$ cat src/rtl/wdog_pkg.sv
package wdog_pkg;

   // register offsets (byte addresses on the request port)
   localparam logic [7:0] OFS_ARM   = 8'h00;
   localparam logic [7:0] OFS_TOSEL = 8'h04;
   localparam logic [7:0] OFS_COUNT = 8'h08;
   localparam logic [7:0] OFS_KICK  = 8'h0C;

   // full-word value that restarts the count
   localparam logic [31:0] KICK_KEY = 32'h0000_0076;

   // period decoder variants
   localparam int PSTYLE_SHIFT   = 0;
   localparam int PSTYLE_COMPARE = 1;

   // one-cycle events passed from the register file to the counter
   typedef struct packed {
      logic arm_rise;
      logic kick;
   } wdog_evt_t;

endpackage

$ cat src/rtl/wdog_period.sv
module wdog_period #(
   parameter int IDX_W       = 4,
   parameter int BASE_SHIFT  = 16,
   parameter int CNT_W       = BASE_SHIFT + (1 << IDX_W),
   parameter int PERIOD_STYLE = wdog_pkg::PSTYLE_SHIFT
) (
   input  logic [IDX_W-1:0] idx,
   output logic [CNT_W-1:0] period
);
   localparam int NUM_IDX = 1 << IDX_W;

   if (BASE_SHIFT + NUM_IDX > CNT_W) begin : g_bad_width
      $error("wdog_period: CNT_W too small for the largest period");
   end

   if (PERIOD_STYLE == wdog_pkg::PSTYLE_SHIFT) begin : g_shift
      always_comb begin
         period = CNT_W'(1) << (BASE_SHIFT + int'(idx));
      end
   end else begin : g_compare
      always_comb begin
         period = '0;
         for (int i = 0; i < NUM_IDX; i++) begin
            if (idx == IDX_W'(i)) period[BASE_SHIFT + i] = 1'b1;
         end
      end
   end

endmodule

$ cat src/rtl/wdog_regs.sv
module wdog_regs
   import wdog_pkg::*;
#(
   parameter int DATA_W = 32,
   parameter int ADDR_W = 4,
   parameter int IDX_W  = 4,
   parameter int CNT_W  = 32
) (
   input  logic              clk,
   input  logic              rst_n,
   input  logic              req_valid,
   input  logic              req_write,
   input  logic [ADDR_W-1:0] req_addr,
   input  logic [DATA_W-1:0] req_wdata,
   input  logic [CNT_W-1:0]  cnt_value,
   output logic              arm_q,
   output logic [IDX_W-1:0]  idx_q,
   output wdog_evt_t         evt,
   output logic [DATA_W-1:0] rd_data
);
   localparam logic [ADDR_W-1:0] A_ARM   = OFS_ARM[ADDR_W-1:0];
   localparam logic [ADDR_W-1:0] A_TOSEL = OFS_TOSEL[ADDR_W-1:0];
   localparam logic [ADDR_W-1:0] A_COUNT = OFS_COUNT[ADDR_W-1:0];
   localparam logic [ADDR_W-1:0] A_KICK  = OFS_KICK[ADDR_W-1:0];

   logic              wr_req, rd_req;
   logic              hit_arm, hit_tosel, hit_count, hit_kick;
   logic [DATA_W-1:0] rd_mux;

   assign wr_req    = req_valid &  req_write;
   assign rd_req    = req_valid & ~req_write;
   assign hit_arm   = (req_addr == A_ARM);
   assign hit_tosel = (req_addr == A_TOSEL);
   assign hit_count = (req_addr == A_COUNT);
   assign hit_kick  = (req_addr == A_KICK);

   always_comb begin
      evt.arm_rise = wr_req & hit_arm & req_wdata[0] & ~arm_q;
      evt.kick     = wr_req & hit_kick & (req_wdata == DATA_W'(KICK_KEY));
   end

   always_comb begin
      rd_mux = '0;
      if (hit_arm)        rd_mux[0]         = arm_q;
      else if (hit_tosel) rd_mux[IDX_W-1:0] = idx_q;
      else if (hit_count) rd_mux[CNT_W-1:0] = cnt_value;
   end

   always_ff @(posedge clk or negedge rst_n) begin
      if (!rst_n) begin
         arm_q   <= 1'b0;
         idx_q   <= '0;
         rd_data <= '0;
      end else begin
         if (evt.arm_rise)          arm_q   <= 1'b1;
         if (wr_req && hit_tosel)   idx_q   <= req_wdata[IDX_W-1:0];
         if (rd_req)                rd_data <= rd_mux;
      end
   end

   AST_ARM_STICKY: assert property (@(posedge clk) disable iff (!rst_n)
      arm_q |=> arm_q);
   AST_RD_HOLD: assert property (@(posedge clk) disable iff (!rst_n)
      !req_valid |=> $stable(rd_data));

endmodule

$ cat src/rtl/wdog_counter.sv
module wdog_counter
   import wdog_pkg::*;
#(
   parameter int CNT_W      = 32,
   parameter int BASE_SHIFT = 16
) (
   input  logic             clk,
   input  logic             rst_n,
   input  logic             arm,
   input  wdog_evt_t        evt,
   input  logic [CNT_W-1:0] period,
   output logic [CNT_W-1:0] cnt_q,
   output logic             expire_q
);
   localparam logic [CNT_W-1:0] RST_CNT = CNT_W'(1) << BASE_SHIFT;

   logic at_zero, expire_now, reload;

   assign at_zero    = (cnt_q == '0);
   assign expire_now = arm & at_zero;
   assign reload     = expire_now | evt.kick | evt.arm_rise;

   always_ff @(posedge clk or negedge rst_n) begin
      if (!rst_n) begin
         cnt_q    <= RST_CNT;
         expire_q <= 1'b0;
      end else begin
         expire_q <= expire_now;
         if (reload)   cnt_q <= period;
         else if (arm) cnt_q <= cnt_q - 1'b1;
      end
   end

   AST_IDLE_HOLD: assert property (@(posedge clk) disable iff (!rst_n)
      (!arm && !evt.kick && !evt.arm_rise) |=> $stable(cnt_q));
   AST_TICK: assert property (@(posedge clk) disable iff (!rst_n)
      (arm && !at_zero && !evt.kick) |=> (cnt_q == $past(cnt_q) - 1'b1));
   AST_PULSE_ONE: assert property (@(posedge clk) disable iff (!rst_n)
      expire_q |=> !expire_q);
   AST_EXPIRE_RELOAD: assert property (@(posedge clk) disable iff (!rst_n)
      (arm && at_zero) |=> (expire_q && cnt_q == $past(period)));
   AST_KICK_RELOAD: assert property (@(posedge clk) disable iff (!rst_n)
      evt.kick |=> (cnt_q == $past(period)));
   AST_LOAD_POW2: assert property (@(posedge clk) disable iff (!rst_n)
      evt.arm_rise |=> ($countones(cnt_q) == 1));

endmodule

$ cat src/rtl/wdog_timer.sv
module wdog_timer
   import wdog_pkg::*;
#(
   parameter int DATA_W       = 32,
   parameter int ADDR_W       = 4,
   parameter int IDX_W        = 4,
   parameter int BASE_SHIFT   = 16,
   parameter int PERIOD_STYLE = PSTYLE_SHIFT
) (
   input  logic              clk,
   input  logic              rst_n,
   input  logic              req_valid,
   input  logic              req_write,
   input  logic [ADDR_W-1:0] req_addr,
   input  logic [DATA_W-1:0] req_wdata,
   output logic [DATA_W-1:0] rd_data,
   output logic              rst_req
);
   localparam int NUM_IDX = 1 << IDX_W;
   localparam int CNT_W   = BASE_SHIFT + NUM_IDX;

   if (CNT_W > DATA_W) begin : g_bad_data
      $error("wdog_timer: count does not fit the data word");
   end
   if (BASE_SHIFT < 1) begin : g_bad_shift
      $error("wdog_timer: BASE_SHIFT must be at least 1");
   end
   if (ADDR_W < 4 || ADDR_W > 8) begin : g_bad_addr
      $error("wdog_timer: ADDR_W must be 4 to 8");
   end
   if (DATA_W < 32) begin : g_bad_key
      $error("wdog_timer: DATA_W must hold the restart key");
   end

   logic             arm_q;
   logic [IDX_W-1:0] idx_q;
   wdog_evt_t        evt;
   logic [CNT_W-1:0] period;
   logic [CNT_W-1:0] cnt_q;

   wdog_regs #(
      .DATA_W(DATA_W), .ADDR_W(ADDR_W), .IDX_W(IDX_W), .CNT_W(CNT_W)
   ) u_regs (
      .clk(clk), .rst_n(rst_n),
      .req_valid(req_valid), .req_write(req_write),
      .req_addr(req_addr), .req_wdata(req_wdata),
      .cnt_value(cnt_q),
      .arm_q(arm_q), .idx_q(idx_q), .evt(evt), .rd_data(rd_data)
   );

   wdog_period #(
      .IDX_W(IDX_W), .BASE_SHIFT(BASE_SHIFT), .CNT_W(CNT_W),
      .PERIOD_STYLE(PERIOD_STYLE)
   ) u_period (
      .idx(idx_q), .period(period)
   );

   wdog_counter #(
      .CNT_W(CNT_W), .BASE_SHIFT(BASE_SHIFT)
   ) u_counter (
      .clk(clk), .rst_n(rst_n), .arm(arm_q), .evt(evt),
      .period(period), .cnt_q(cnt_q), .expire_q(rst_req)
   );

endmodule

$ cat config.mk
export PLATFORM = sky130hd
export DESIGN_NAME = wdog_timer
export DESIGN_NICKNAME = d
export VERILOG_FILES = /design/src/rtl/wdog_pkg.sv /design/src/rtl/wdog_period.sv /design/src/rtl/wdog_regs.sv /design/src/rtl/wdog_counter.sv /design/src/rtl/wdog_timer.sv
export SDC_FILE = /design/constraint.sdc
export NUM_CORES = 1
export LEC_CHECK = 0
export BUFFER_PORTS_ARGS = -buffer_cell sky130_fd_sc_hd__clkbuf_2
export CAP_MARGIN = 20
export CORE_MARGIN = 1
export CORE_UTILIZATION = 50
export DETAILED_ROUTE_END_ITERATION = 16
export PLACE_DENSITY = 0.84
export SYNTH_ARGS = -nofsm -noshare
export SYNTH_HDL_FRONTEND = slang
export SYNTH_SLANG_ARGS = --single-unit
$ cat constraint.sdc
create_clock -name clk -period 6.15 [get_ports clk]
set_input_delay 0.3075 -clock clk [delete_from_list [all_inputs] [get_ports clk]]
set_output_delay 0.3075 -clock clk [all_outputs]
set_load 0.005 [all_outputs]
# [Word-level counts from Yosys, hierarchy flattened]
# Index checks and enable logic that the tools add are counted.
[classes] add_sub_neg=2 n_eq_ne=4 shifts=1 mux=7 n_bitwise=12 reduce_logical=4
[op_table] op="$mux W32" count=3
[op_table] op="$eq A32 B7 Y1 const B" count=1
[op_table] op="$logic_not A32 Y1" count=1
[op_table] op="$shl A1 B32 Y32 const A" count=1
[op_table] op="$sub A32 B1 Y32 const B" count=1
[op_table] op="$mux W31" count=1
[op_table] op="$mux W28" count=1
[op_table] op="$and A1 B1 Y1" count=8
[op_table] op="$eq A4 B4 Y1 const B" count=2
[op_table] op="$add A5 B4 Y6 const A" count=1
[op_table] op="$eq A4 B3 Y1 const B" count=1
[op_table] op="$logic_not A4 Y1" count=1
[op_table] op="$mux W4" count=1
[op_table] op="$not A1 Y1" count=2
[op_table] op="$or A1 B1 Y1" count=2
[op_table] op="$reduce_bool A2 Y1" count=1
[op_table] op="$logic_and A1 B1 Y1" count=1
[op_table] op="$mux W1" count=1
[totals] reg_bits=70 inputBits=40 output_inout_bits=33 wordCells=35

# [Logic depth before layout (Yosys ltp)]
[depth] ltp_word=6 depth_mapped=9 mapped_depth_nobuf=8

# [Cells and area by module]
# From an unflattened synthesis, not the netlist that was laid out.
[hier_totals] hier_cells=320 area_unflattened_um2=3898.7
[by_module_without_submodules] mod="wdog_counter" n_inst=1 cells_each=170 area_per_inst_um2=2019.4 seq_area_each_um2=827.0
[by_module_without_submodules] mod="wdog_regs" n_inst=1 cells_each=113 area_per_inst_um2=1529.0 seq_area_each_um2=925.9
[by_module_without_submodules] mod="wdog_period" n_inst=1 cells_each=37 area_per_inst_um2=350.3 seq_area_each_um2=0.0

# [Least setup slack after synthesis]
# No wires, ideal clock.
[synth_timing] path_kind="flip-flop to flip-flop" start="reg u_counter.cnt_q[0]" end="reg u_counter.cnt_q[28]" setup_time_ps=78 arrival_time_ps=2221 t_required_ps=6072 path_slack_ps=3851 stages_incl_launch_ff=8 n_path_buf=0 period_less_slack_ps=2299 path_cell_list="dfrtp_1 -> inv_1 -> ha_1 -> nor3b_1 -> nand3_1 -> or4_2 -> o21ai_0 -> o2bb2ai_1"
[synth_between] elab_chain_cells=5 elab_cells_between_ends=8 classes_between="add/sub: 1; mux: 2; bitwise: 3; reduce/logical: 2"
[synth_rtl] item="from (decl)" line_no="wdog_counter.sv:12" rtl="output logic [CNT_W-1:0] cnt_q,"
[synth_rtl] item="from (signal assigned)" line_no="wdog_counter.sv:29" rtl="if (reload) cnt_q <= period;"
[synth_rtl] item="from (signal assigned)" line_no="wdog_counter.sv:30" rtl="else if (arm) cnt_q <= cnt_q - 1'b1;"
[synth_rtl] item="branches (longest 5 deep; another with $sub A32 B1 Y32)"
# Several ways; the timed one is not identified. The select of a mux whose other input is x is not followed.
# A chain may end at the register's enable or synchronous reset.

# [Final worst setup path]
[layout_timing] start="reg u_counter.cnt_q[0]" end="reg u_counter.cnt_q[31]"
[layout_between] elab_chain_cells=5 elab_cells_between_ends=8 classes_between="add/sub: 1; mux: 2; bitwise: 3; reduce/logical: 2"
[layout_rtl] item="$logic_not A32 Y1 *" line_no="wdog_counter.sv:19" rtl="assign at_zero = (cnt_q == '0);"
[layout_rtl] item="$and A1 B1 Y1 *" line_no="wdog_counter.sv:20" rtl="assign expire_now = arm & at_zero;"
[layout_rtl] item="named net u_counter.expire_now" line_no="wdog_counter.sv:17" rtl="logic at_zero, expire_now, reload;"
[layout_rtl] item="$or A1 B1 Y1 * (2 in a row)" line_no="wdog_counter.sv:21" rtl="assign reload = expire_now | evt.kick | evt.arm_rise;"
[layout_rtl] item="$mux W32 or $reduce_bool A2 Y1 (tied branches)"
# Mark *: on every way through the listed nets, which the timed path passes. The rest lies on a longest branch. The select of a mux whose other input is x is not followed.

==> results.cfg <==
[clock_tree]
root_buffer = clkbuf_8
h-tree-depth = 3
tritoncts = yes
cts_made_buffers = 9
ctsHoldBuffers = 0
cts.sinks = 70
cts_buffer_depth = 2
cts_resized = 0
clk-insertion-delay-late_ns = 0.35
cts_setup_buffers = 0
clk_pin_slew_worst_paths_ns = 0.07

[grt]
grt_max_degree = 71
grtUsageTotal_pct = 25.0
grt_overflow = 0
antenna_found_initial = 0
grt_pass1_vias = 2929
grt_pass1_wl_mm = 14.3

[floorplanning]
die_y_um = 86.7
rows = 30
fp.dieW_um = 86.7
start_util_pct = 52.3
core_area_um2 = 6870
die_area_um2 = 7520
pin_count = 73

[yosys]
netlist_area_um2 = 3590
synth_mux_area_share_pct = 1.81
yosysUniqueCellTypes = 56
synth_top_family_by_area = simple AND/OR/NAND/NOR gates
synth_nets = 401
synth-compound-area-share_pct = 18.3
synthArstFlopShare_pct = 100
synth_edf_count = 0
ys_seq_elements = 70
synthAdderAreaFrac_pct = 0.348
synthXorXnorAreaFrac_pct = 3.41
synth-warning-count = 0
synth_area_per_cell_um2 = 9.97
ys_seq_area_share_pct = 48.8
synthSimpleGateAreaFrac_pct = 23.6
synth_top_flop_cell = dfrtp_1
synthCells = 360

[critical_path]
crit_type = flop to flop
worstPathRequired_ns = 6.42
cp-end-kind = flop
arrival_ns = 3.16
worstPathMaxFanout = 22
cp-start-kind = flop

[placement]
port_buffers = 72
dp_hpwl_mm = 6.07
gp_congestion = 0.933
dp.cells = 511

[power_and_ir_drop]
switching_power_w = 0.000494
seqPwrFrac_pct = 47.5
power.leakage_nw = 1.93
peakVddDrop_mv = 0.152
p_clk_share_pct = 27.2
intPower_w = 0.000874
power_density_nw_per_um2 = 325
swShare_pct = 36.1
power_frac_comb_pct = 25.3
total_power_w = 0.00137

[routing]
wl_mm = 8.69
vias_per_cell = 5.91
first_pass_iters = 4
drtIter0Drc = 254
wl_per_cell_um = 16.5
vias = 3114
ant_nets = 0
drc = 0

[sta]
rsz0062_at_grt = no
relSlewSlack_pct = 38.6
tns_ns = 0
skew_ns = 0.00776
whs_ns = 0.142
hold_viol_final = 0
maxSlewViolCount = 0
max_slew.worst_pin.slew_ns = 0.917
post-route-period-util_pct = 47.1
max_freq_mhz = 345
setup_viol = 0
min_period_ns = 2.90

[finish]
nFillCells = 597
fin_cells = 527
drive_gt1_share_pct = 26.0
antenna_cells = 0
fin_nets = 467
area_delta_synth_final_pct = 17.3

[status]
run_status = complete, no violations

[job]
maxCapViolations = 0

[hold_path]
hold_class = primary input to asynchronous set/reset pin
state kept, by name (all words and copies together), names as in the netlist:
name	count
u_regs.rd_data	32
u_regs.arm_q	1
u_counter.expire_q	1
u_counter.cnt_q	32
u_regs.idx_q	4
layer usage:
layer | vias up | track usage, % | part of all wire (%)
li1 | 1492 | - | -
met1 | 1474 | 34.3 | 45
met2 | 135 | 39.8 | 46
met3 | 13 | 4.00 | 7.0
met4 | 0 | 10.0 | 1.5
met5 | - | 0 | 0
path summary, 6_finish.rpt:
path | start | to | slack [ns] | cells after the start
worst min-delay path | rst_n | u_regs.idx_q[3]$_DFFE_PN0P_ | 0.14 | 2
min in group clk | req_wdata[3] | u_regs.idx_q[3]$_DFFE_PN0P_ | 0.21 | 2
max in group asynchronous | rst_n | u_counter.cnt_q[21]$_DFFE_PN0P_ | 5.41 | 2
worst max-delay path | u_counter.cnt_q[0]$_DFFE_PN0P_ | u_counter.cnt_q[31]$_DFFE_PN0P_ | 3.25 | 8
worst max register to register | u_counter.cnt_q[0]$_DFFE_PN0P_ | u_counter.cnt_q[31]$_DFFE_PN0P_ | 3.25 | 8
worst min register to register | u_regs.rd_data[1]$_DFFE_PN0P_ | u_regs.rd_data[1]$_DFFE_PN0P_ | 0.50 | 2
through the flow:
stage | util [%] | setup slack, ns | instance area (um^2)
floorplan | - | 3.85 | 3590
global placement | 58.4 | 3.47 | 4010
detailed placement | 58.4 | 3.31 | 4010
CTS | 61.3 | 3.27 | 4210
global route | 61.3 | 2.95 | 4210
finish | 61.3 | 3.25 | 4210
kinds of logic (layout without fill, tap and decap cells):
| logic type | after synthesis | after routing |
|---|---|---|
| buffers and inverters | 29 | 100 |
| flip-flops | 70 | 70 |
| AO/OA/AOI/OAI | 92 | 92 |
| multiplexers | 6 | 6 |
| XOR/XNOR | 14 | 14 |
| AND/OR/NAND/NOR | 148 | 148 |
| adder cells (fa/ha/maj) | 1 | 1 |
cells in the final DEF (no fill, tap or decap), types with 3 or more instances in the layout:
master	n
o22ai_1	4
or4_1	3
xor2_1	10
nand3b_1	3
a31oi_1	3
a22o_1	30
inv_1	5
xnor2_1	4
nor2_1	23
nor2b_1	4
o21ai_0	21
mux2_2	4
or3_1	5
nor3_1	21
buf_4	6
nand4_1	6
o311a_1	3
nand2_1	25
a21oi_1	10
nor4_1	15
a22oi_1	4
nand3_1	17
clkbuf_8	10
dfrtp_1	69
o31ai_1	6
nand2b_1	6
clkbuf_2	71
synthesized netlist by cell type (3+ instances only):
| master | instances | area share, % |
|---|---|---|
| dfrtp_1 | 69 | 48 |
| a22o_1 | 30 | 7.3 |
| nand2_1 | 25 | 2.6 |
| nor2_1 | 23 | 2.4 |
| nor3_1 | 21 | 2.9 |
| o21ai_0 | 21 | 2.9 |
| nand3_1 | 17 | 2.4 |
| clkbuf_1 | 16 | 1.7 |
| nor4_1 | 15 | 2.6 |
| a21oi_1 | 10 | 1.4 |
| xor2_1 | 10 | 2.4 |
| o31ai_1 | 7 | 1.5 |
| nand2b_1 | 6 | 1.0 |
| nand4_1 | 6 | 1.0 |
| inv_1 | 5 | 0.52 |
| or3_1 | 5 | 0.87 |
| a22oi_1 | 4 | 0.84 |
| buf_2 | 4 | 0.56 |
| mux2_2 | 4 | 1.3 |
| nor2b_1 | 4 | 0.70 |
| o22ai_1 | 4 | 0.70 |
| xnor2_1 | 4 | 0.98 |
| a31oi_1 | 3 | 0.52 |
| nand3b_1 | 3 | 0.63 |
| o311a_1 | 3 | 0.84 |
| or4_1 | 3 | 0.63 |
cell type report:
cell class / instances / area [um^2] / share of cell area, %
Tap cell: 96 / 120 / 2.85
Sequential cell: 70 / 1750 / 41.6
Clock buffer: 11 / 141 / 3.36
Clock inverter: 5 / 58.8 / 1.40
Inverter: 6 / 22.5 / 0.535
Multi-Input combinational cell: 261 / 1710 / 40.6
Timing Repair Buffer: 78 / 405 / 9.63
critical path, stage by stage (launching register included):
cell and delay (ns):
dfrtp_1 0.42, inv_1 0.11, ha_1 0.18, nor3b_1 0.70
nand3_1 0.29, nor4_4 0.42, or3_4 0.36, nand3_1 0.16
o21ai_0 0.18
power by group through the flow:
stage,sequential [W],clock [W],combinational (W)
2_1_floorplan,0.000605,0,0.000275
3_3_place_gp,0.000652,0,0.000330
3_5_place_dp,0.000655,0,0.000342
4_1_cts,0.000648,0.000376,0.000347
5_1_grt,0.000665,0.000397,0.000389
6_report,0.000650,0.000372,0.000347
(Power assumes the default switching activity.)
